[src/rtl/batc_pkg.sv]
package batc_pkg;
  localparam int unsigned VA_W   = 32;
  localparam int unsigned TAG_W  = 13;
  localparam int unsigned OFF_W  = VA_W - TAG_W;

  typedef struct packed {
    logic [TAG_W-1:0] vtag;
    logic [TAG_W-1:0] pblk;
    logic [2:0]       spare;
    logic             sup_only;
    logic             wprot;
    logic             vld;
  } desc_t;
endpackage

[src/rtl/batc_store.sv]
module batc_store
  import batc_pkg::*;
#(
  parameter int unsigned ENTRIES = 10,
  parameter int unsigned IDX_W   = 4
) (
  input  logic                     clk,
  input  logic                     rst_n,
  input  logic                     wr_en,
  input  logic [IDX_W-1:0]         wr_idx,
  input  logic [VA_W-1:0]          wr_data,
  output desc_t [ENTRIES-1:0]      ent_o
);
  localparam logic [IDX_W:0] NENT = (IDX_W+1)'(ENTRIES);

  desc_t [ENTRIES-1:0] ent_q;

  for (genvar e = 0; e < ENTRIES; e++) begin : g_ent
    always_ff @(posedge clk) begin
      if (!rst_n)
        ent_q[e] <= '0;
      else if (wr_en && wr_idx == IDX_W'(e))
        ent_q[e] <= desc_t'(wr_data);
    end
  end

  assign ent_o = ent_q;

  // out-of-range index leaves every entry untouched
  a_r9_ignore_high: assert property (@(posedge clk) disable iff (!rst_n)
    (wr_en && {1'b0, wr_idx} >= NENT) |=> $stable(ent_q));

  // in-range write lands in the addressed entry
  a_r9_load: assert property (@(posedge clk) disable iff (!rst_n)
    (wr_en && {1'b0, wr_idx} < NENT) |=> (ent_q[$past(wr_idx)] == $past(wr_data)));
endmodule

[src/rtl/batc_match.sv]
module batc_match
  import batc_pkg::*;
#(
  parameter int unsigned ENTRIES = 10
) (
  input  desc_t [ENTRIES-1:0] ent_i,
  input  logic [VA_W-1:0]     vaddr,
  input  logic                sup,
  output logic [ENTRIES-1:0]  match_o
);
  for (genvar e = 0; e < ENTRIES; e++) begin : g_cmp
    assign match_o[e] = ent_i[e].vld
                     && (ent_i[e].sup_only == sup)
                     && (ent_i[e].vtag == vaddr[VA_W-1:OFF_W]);
  end
endmodule

[src/rtl/batc_prio.sv]
module batc_prio #(
  parameter int unsigned ENTRIES = 10,
  parameter int unsigned IDX_W   = 4
) (
  input  logic                clk,
  input  logic                rst_n,
  input  logic [ENTRIES-1:0]  req,
  output logic                any_o,
  output logic [IDX_W-1:0]    idx_o
);
  logic [ENTRIES-1:0] below;

  always_comb begin
    idx_o = '0;
    for (int i = ENTRIES - 1; i >= 0; i--)
      if (req[i]) idx_o = IDX_W'(i);
  end

  assign any_o = |req;

  always_comb
    for (int i = 0; i < ENTRIES; i++)
      below[i] = (i < int'(idx_o));

  // chosen entry matches and no lower entry does
  a_r8_lowest: assert property (@(posedge clk) disable iff (!rst_n)
    any_o |-> (req[idx_o] && ((req & below) == '0)));
endmodule

[src/rtl/blk_xlate_cache.sv]
module blk_xlate_cache
  import batc_pkg::*;
#(
  parameter int unsigned ENTRIES = 10,
  parameter int unsigned IDX_W   = 4
) (
  input  logic             clk,
  input  logic             rst_n,
  input  logic             cfg_wr_en,
  input  logic [IDX_W-1:0] cfg_wr_idx,
  input  logic [31:0]      cfg_wr_data,
  input  logic             lk_valid,
  input  logic [31:0]      lk_vaddr,
  input  logic             lk_super,
  input  logic             lk_write,
  output logic             lk_hit,
  output logic             lk_miss,
  output logic             lk_wfault,
  output logic             lk_ro,
  output logic [31:0]      lk_paddr
);
  desc_t [ENTRIES-1:0] ent;
  logic [ENTRIES-1:0]  match;
  logic                any;
  logic [IDX_W-1:0]    sel_idx;
  desc_t               sel;
  logic                blocked;

  batc_store #(.ENTRIES(ENTRIES), .IDX_W(IDX_W)) u_store (
    .clk(clk), .rst_n(rst_n), .wr_en(cfg_wr_en), .wr_idx(cfg_wr_idx),
    .wr_data(cfg_wr_data), .ent_o(ent));

  batc_match #(.ENTRIES(ENTRIES)) u_match (
    .ent_i(ent), .vaddr(lk_vaddr), .sup(lk_super), .match_o(match));

  batc_prio #(.ENTRIES(ENTRIES), .IDX_W(IDX_W)) u_prio (
    .clk(clk), .rst_n(rst_n), .req(match), .any_o(any), .idx_o(sel_idx));

  assign sel       = ent[sel_idx];
  assign blocked   = sel.wprot && lk_write;
  assign lk_wfault = lk_valid && any && blocked;
  assign lk_hit    = lk_valid && any && !blocked;
  assign lk_miss   = lk_valid && !any;
  assign lk_ro     = lk_hit && sel.wprot;
  assign lk_paddr  = lk_hit ? {sel.pblk, lk_vaddr[OFF_W-1:0]} : '0;

  // one outcome per valid request
  a_r10_one_outcome: assert property (@(posedge clk) disable iff (!rst_n)
    lk_valid |-> ($countones({lk_hit, lk_miss, lk_wfault}) == 1));
  // silent when idle
  a_r10_idle_quiet: assert property (@(posedge clk) disable iff (!rst_n)
    !lk_valid |-> (!lk_hit && !lk_miss && !lk_wfault && lk_paddr == '0));
  // offset passes through
  a_r5_offset: assert property (@(posedge clk) disable iff (!rst_n)
    lk_hit |-> (lk_paddr[OFF_W-1:0] == lk_vaddr[OFF_W-1:0]));
  // fault only on stores
  a_r6_fault_on_write: assert property (@(posedge clk) disable iff (!rst_n)
    lk_wfault |-> (lk_write && lk_paddr == '0));
  // a successful store never reports read-only
  a_r7_store_rw: assert property (@(posedge clk) disable iff (!rst_n)
    (lk_hit && lk_write) |-> !lk_ro);
endmodule

[config.mk]
export PLATFORM = sky130hd
export DESIGN_NAME = blk_xlate_cache
export DESIGN_NICKNAME = d
export VERILOG_FILES = /design/src/rtl/batc_pkg.sv /design/src/rtl/batc_store.sv /design/src/rtl/batc_match.sv /design/src/rtl/batc_prio.sv /design/src/rtl/blk_xlate_cache.sv
export SDC_FILE = /design/constraint.sdc
export NUM_CORES = 1
export LEC_CHECK = 0
export ABC_AREA = 1
export BUFFER_PORTS_ARGS = -buffer_cell sky130_fd_sc_hd__buf_4
export CORE_MARGIN = 10
export CORE_UTILIZATION = 30
export DETAILED_ROUTE_END_ITERATION = 16
export SYNTH_ARGS = -nofsm -noshare
export SYNTH_HDL_FRONTEND = slang
export SYNTH_SLANG_ARGS = --single-unit
[constraint.sdc]
create_clock -name clk -period 2.3 [get_ports clk]
set_input_delay 0.115 -clock clk [delete_from_list [all_inputs] [get_ports clk]]
set_output_delay 0.115 -clock clk [all_outputs]
set_load 0.1 [all_outputs]
==> metrics.md <==
| Metric | Value |
|---|---|
| Final #Nets | 2914 |
| Fin. max-slew vios | 0 |
| Post-synth EDFFs | 0 |
| Global route total overflow | 0 |
| DRT iter0 DRCs | 1609 |
| Post-Synthesis Cells | 2390 |
| Vias | 17620 |
| Area after DPL | 20050 um^2 |
| Setup CP Type | reg -> out |
| Pwr/cell area | 553.1 nW/um^2 |
| Worst hold path type | in -> reg |
| Initial antenna violation count | 3 |
| Worst Hold Launch | rst_n |
| Crit Path Max Fanout | 2 |
| Fin crit period | 3497 ps |
| Worst reg2reg endpoint | u_store.ent_o[64]$_SDFFE_PN0P_ |
| Final WL | 64.40 mm |
| Final setup viols | 36 |
| Fin area | 22540 um^2 |
| Num CTS Buffers | 36 |
| Hold Fails Final Rpt | 0 |
| Synth unique cells | 48 |
| Crit-path leading delay family | simple AND/OR/NAND/NOR gates |
| Synth top cells by count | nor2_1 (496), o21ai_0 (340), nand2_1 (328) |
| Avg WL per Cell | 18.17 um |
| Pint | 9.080 mW |
| First-pass GRT wire length | 96.93 mm |
| Die area | 61310 um^2 |
| Slew headroom | 52.34% |
| Worst-margin pin slew | 714.1 ps |
| CTS tree | done |
| DIE WIDTH | 247.6 um |
| GP Congestion | 0.9608 |
| Worst path bufs/invs | 4 |
| PnR worst setup slack | -1197 ps |
| Most frequent CP cell | nand4_1 |
| Critical path cell sequence | nand2_1 > nand2_2 > buf_4 > nor2_1 > nand4_1 > nor4_2 > nand4_1 > o21ai_0 > buf_4 > nand4_1 > nor3_2 > nand4_1 > buf_4 > nand3_1 > o21ai_2 > nor2_4 > buf_12 |
| Worst EP arrival | 3380 ps |
| Port-buffer cells | 106 |
| Most used DFF post-synth | dfxtp_1 |
| DRT Pass-1 Iters | 6 |
| Outcome | finished, violations left |
| Worst Setup Start Kind | flop |
| Async set-reset flop share out of synthesis | 0% |
| Die H | 247.6 um |
| Setup_tns | -38350 ps |
| Setup crit end kind | primary output |
| Most frequent cell after synthesis | nor2_1 |
| YS warnings | 0 |
| Syn_nets | 2464 |
| Slowest cell delay on critical path | 320 ps |
| Sequential power share | 41.7% |
| Clk slew on worst S/H paths | 60 ps |
| Site Rows | 83 |
| Worst hold endpoint | u_store.ent_o[311]$_SDFFE_PN0P_ |
| Cell Area, Synth | 15540 um^2 |
| Syn Area/Cell | 6.503 um^2 |
| R2R cell count | 4 |
| Max VDD drop | 0.4568 mV |
| RSZ-0062 raised after global routing | true |
| Logic pwr share | 13.3% |
| Initial core utilization | 30.30% |
| Final HPWL DP | 44.80 mm |
| Largest area contributor in the netlist | dfxtp_1 |
| Synth area leaders | dfxtp_1 (37%), nor2_1 (12%), o21ai_0 (11%), nand2_1 (7.9%), inv_1 (5.1%) |
| Sequential fraction of the synthesis area | 37.35% |
| Failing checks | setup timing |
| Post-route DRC | 0 |
| CTS root buf | clkbuf_16 |
| CORE AREA | 51300 um^2 |
| Switch Pwr | 3.387 mW |
| Via count of the first global-routing pass | 16840 |
| Maximum root-to-sink buffer count | 3 |
| Ports | 110 |
| Worst clock skew | 0 ps |
| Sw frac | 27.16% |
| Pin count of the biggest net entering global routing | 85 |
| Top-area cell type share of the netlist area | 37.35% |
| H-tree depth | 2 |
| Flop2flop setup slack | 1420 ps |
| Hold_ws | 33.95 ps |
| Antenna Cells | 0 |
| Clk pwr share | 45.0% |
| Post-place setup slack | -931.2 ps |
| GRT Total Usage | 20.27% |
| Area Growth Syn to Fin | 45.02% |
| Sink Count | 290 |
| Crit path required time | 2180 ps |
| Max cap viols | 0 |
| Largest register FFs | 290 |
| Slowest-stage cell, CP | dfxtp_2 |
| Final period util | 152.0% |
| Reg2reg start | u_store.ent_o[64]$_SDFFE_PN0P_ |
| Leak Pwr | 9.862 nW |
| DR vias/cell | 4.970 |
| Antenna Violating Nets Remaining | 0 |
| Max Freq | 286.0 MHz |
| Hold Path Stages | 3 |
| Layout cells sized above 1 | 27.89% |
| Register bit count reported by yosys | 290 |
| Placed Cells | 3435 |
| Final non-filler cell total | 3545 |
| Clk_lat worst skew | 560 ps |
worst register-to-register path: stages, from the launching register on:
cell and delay, ps:
dfxtp_1 310, buf_4 130, buf_4 130, o21ai_0 160, nor2_1 50
routing by layer:
metal  wire [um]  vias to the layer above  part of all wire, %  track usage, %
li1            -                     8653                    -               -
met1       27400                     8255                   43           25.71
met2       30690                      587                   48           34.06
met3        3907                      123                  6.1           2.860
met4        2387                        2                  3.7           8.194
met5          11                        -                0.017               0
worst max-delay path by stage:
stage                                    startpoint            to  depth (start not counted)
floorplan            u_store.ent_o[29]$_SDFFE_PN0P_  lk_paddr[23]                         14
global placement                       lk_vaddr[25]  lk_paddr[27]                         16
detailed placement                     lk_vaddr[25]  lk_paddr[27]                         16
CTS                 u_store.ent_o[310]$_SDFFE_PN0P_  lk_paddr[20]                         26
global route        u_store.ent_o[278]$_SDFFE_PN0P_  lk_paddr[26]                         26
finish              u_store.ent_o[277]$_SDFFE_PN0P_  lk_paddr[27]                         17
final cells by class:
type | count | area (um^2)
clock buffers | 52 | 991.0
clock inverters | 11 | 135.1
fillers | 5182 | 28760
inverters | 231 | 889.6
multi-input cells | 1712 | 8703
flip-flops and latches | 290 | 5833
well taps | 680 | 850.8
repair buffers | 569 | 5136
cell usage in the layout, fill, tap and decap left out, types with 5 or more instances in the layout:
master           n
a21oi_1        132
a21oi_2          9
buf_12          53
buf_4          470
buf_6           11
clkbuf_1        13
clkbuf_16       36
clkinv_2         7
dfxtp_1        268
dfxtp_2         22
dlygate4sd3_1   29
inv_1          197
inv_2           25
nand2_1        287
nand2_2         47
nand3_1        117
nand3_2         13
nand3b_1         8
nand4_1         50
nor2_1         469
nor2_2          13
nor2_4          38
nor3_1          49
nor4_1          21
nor4_2           8
o21ai_0        333
o21ai_1          9
or2_2            5
xnor2_1         10
xnor2_2          5
xor2_1          40
power by group through the flow:
stage | clock [mW] | combinational (mW) | sequential (mW)
3_3_place_gp | 0 | 1.52 | 5.30
6_report | 5.61 | 1.65 | 5.20
3_5_place_dp | 0 | 1.53 | 5.31
5_1_grt | 5.89 | 1.78 | 5.21
2_1_floorplan | 0 | 0.746 | 5.29
4_1_cts | 5.69 | 1.60 | 5.20
logic make-up (layout without fill, tap and decap cells):
group	count (synthesis)	in the layout	synth area share (%)
compound gates	501	501	16.56
simple gates	1154	1154	32.18
buf+inv	388	863	10.64
xor+xnor	57	57	3.260
flops	290	290	37.35
metrics by stage:
stage / utilization (%) / total power, mW
floorplan: - / 6.036
global placement: 39.08 / 6.822
detailed placement: 39.08 / 6.836
CTS: 43.27 / 12.48
global route: 43.93 / 12.88
finish: 43.93 / 12.47
timing repair:
action | 4_1_cts | 5_1_grt
pin swaps | 21 | 57
gates cloned | 3 | 0
resized for setup | 156 | 100
buffers inserted | 6 | 9
setup endpoints to repair | 36 | 36
hold buffers | 29 | 0
endpoints found under the hold margin | 217 | 0
(Power assumes the default switching activity.)
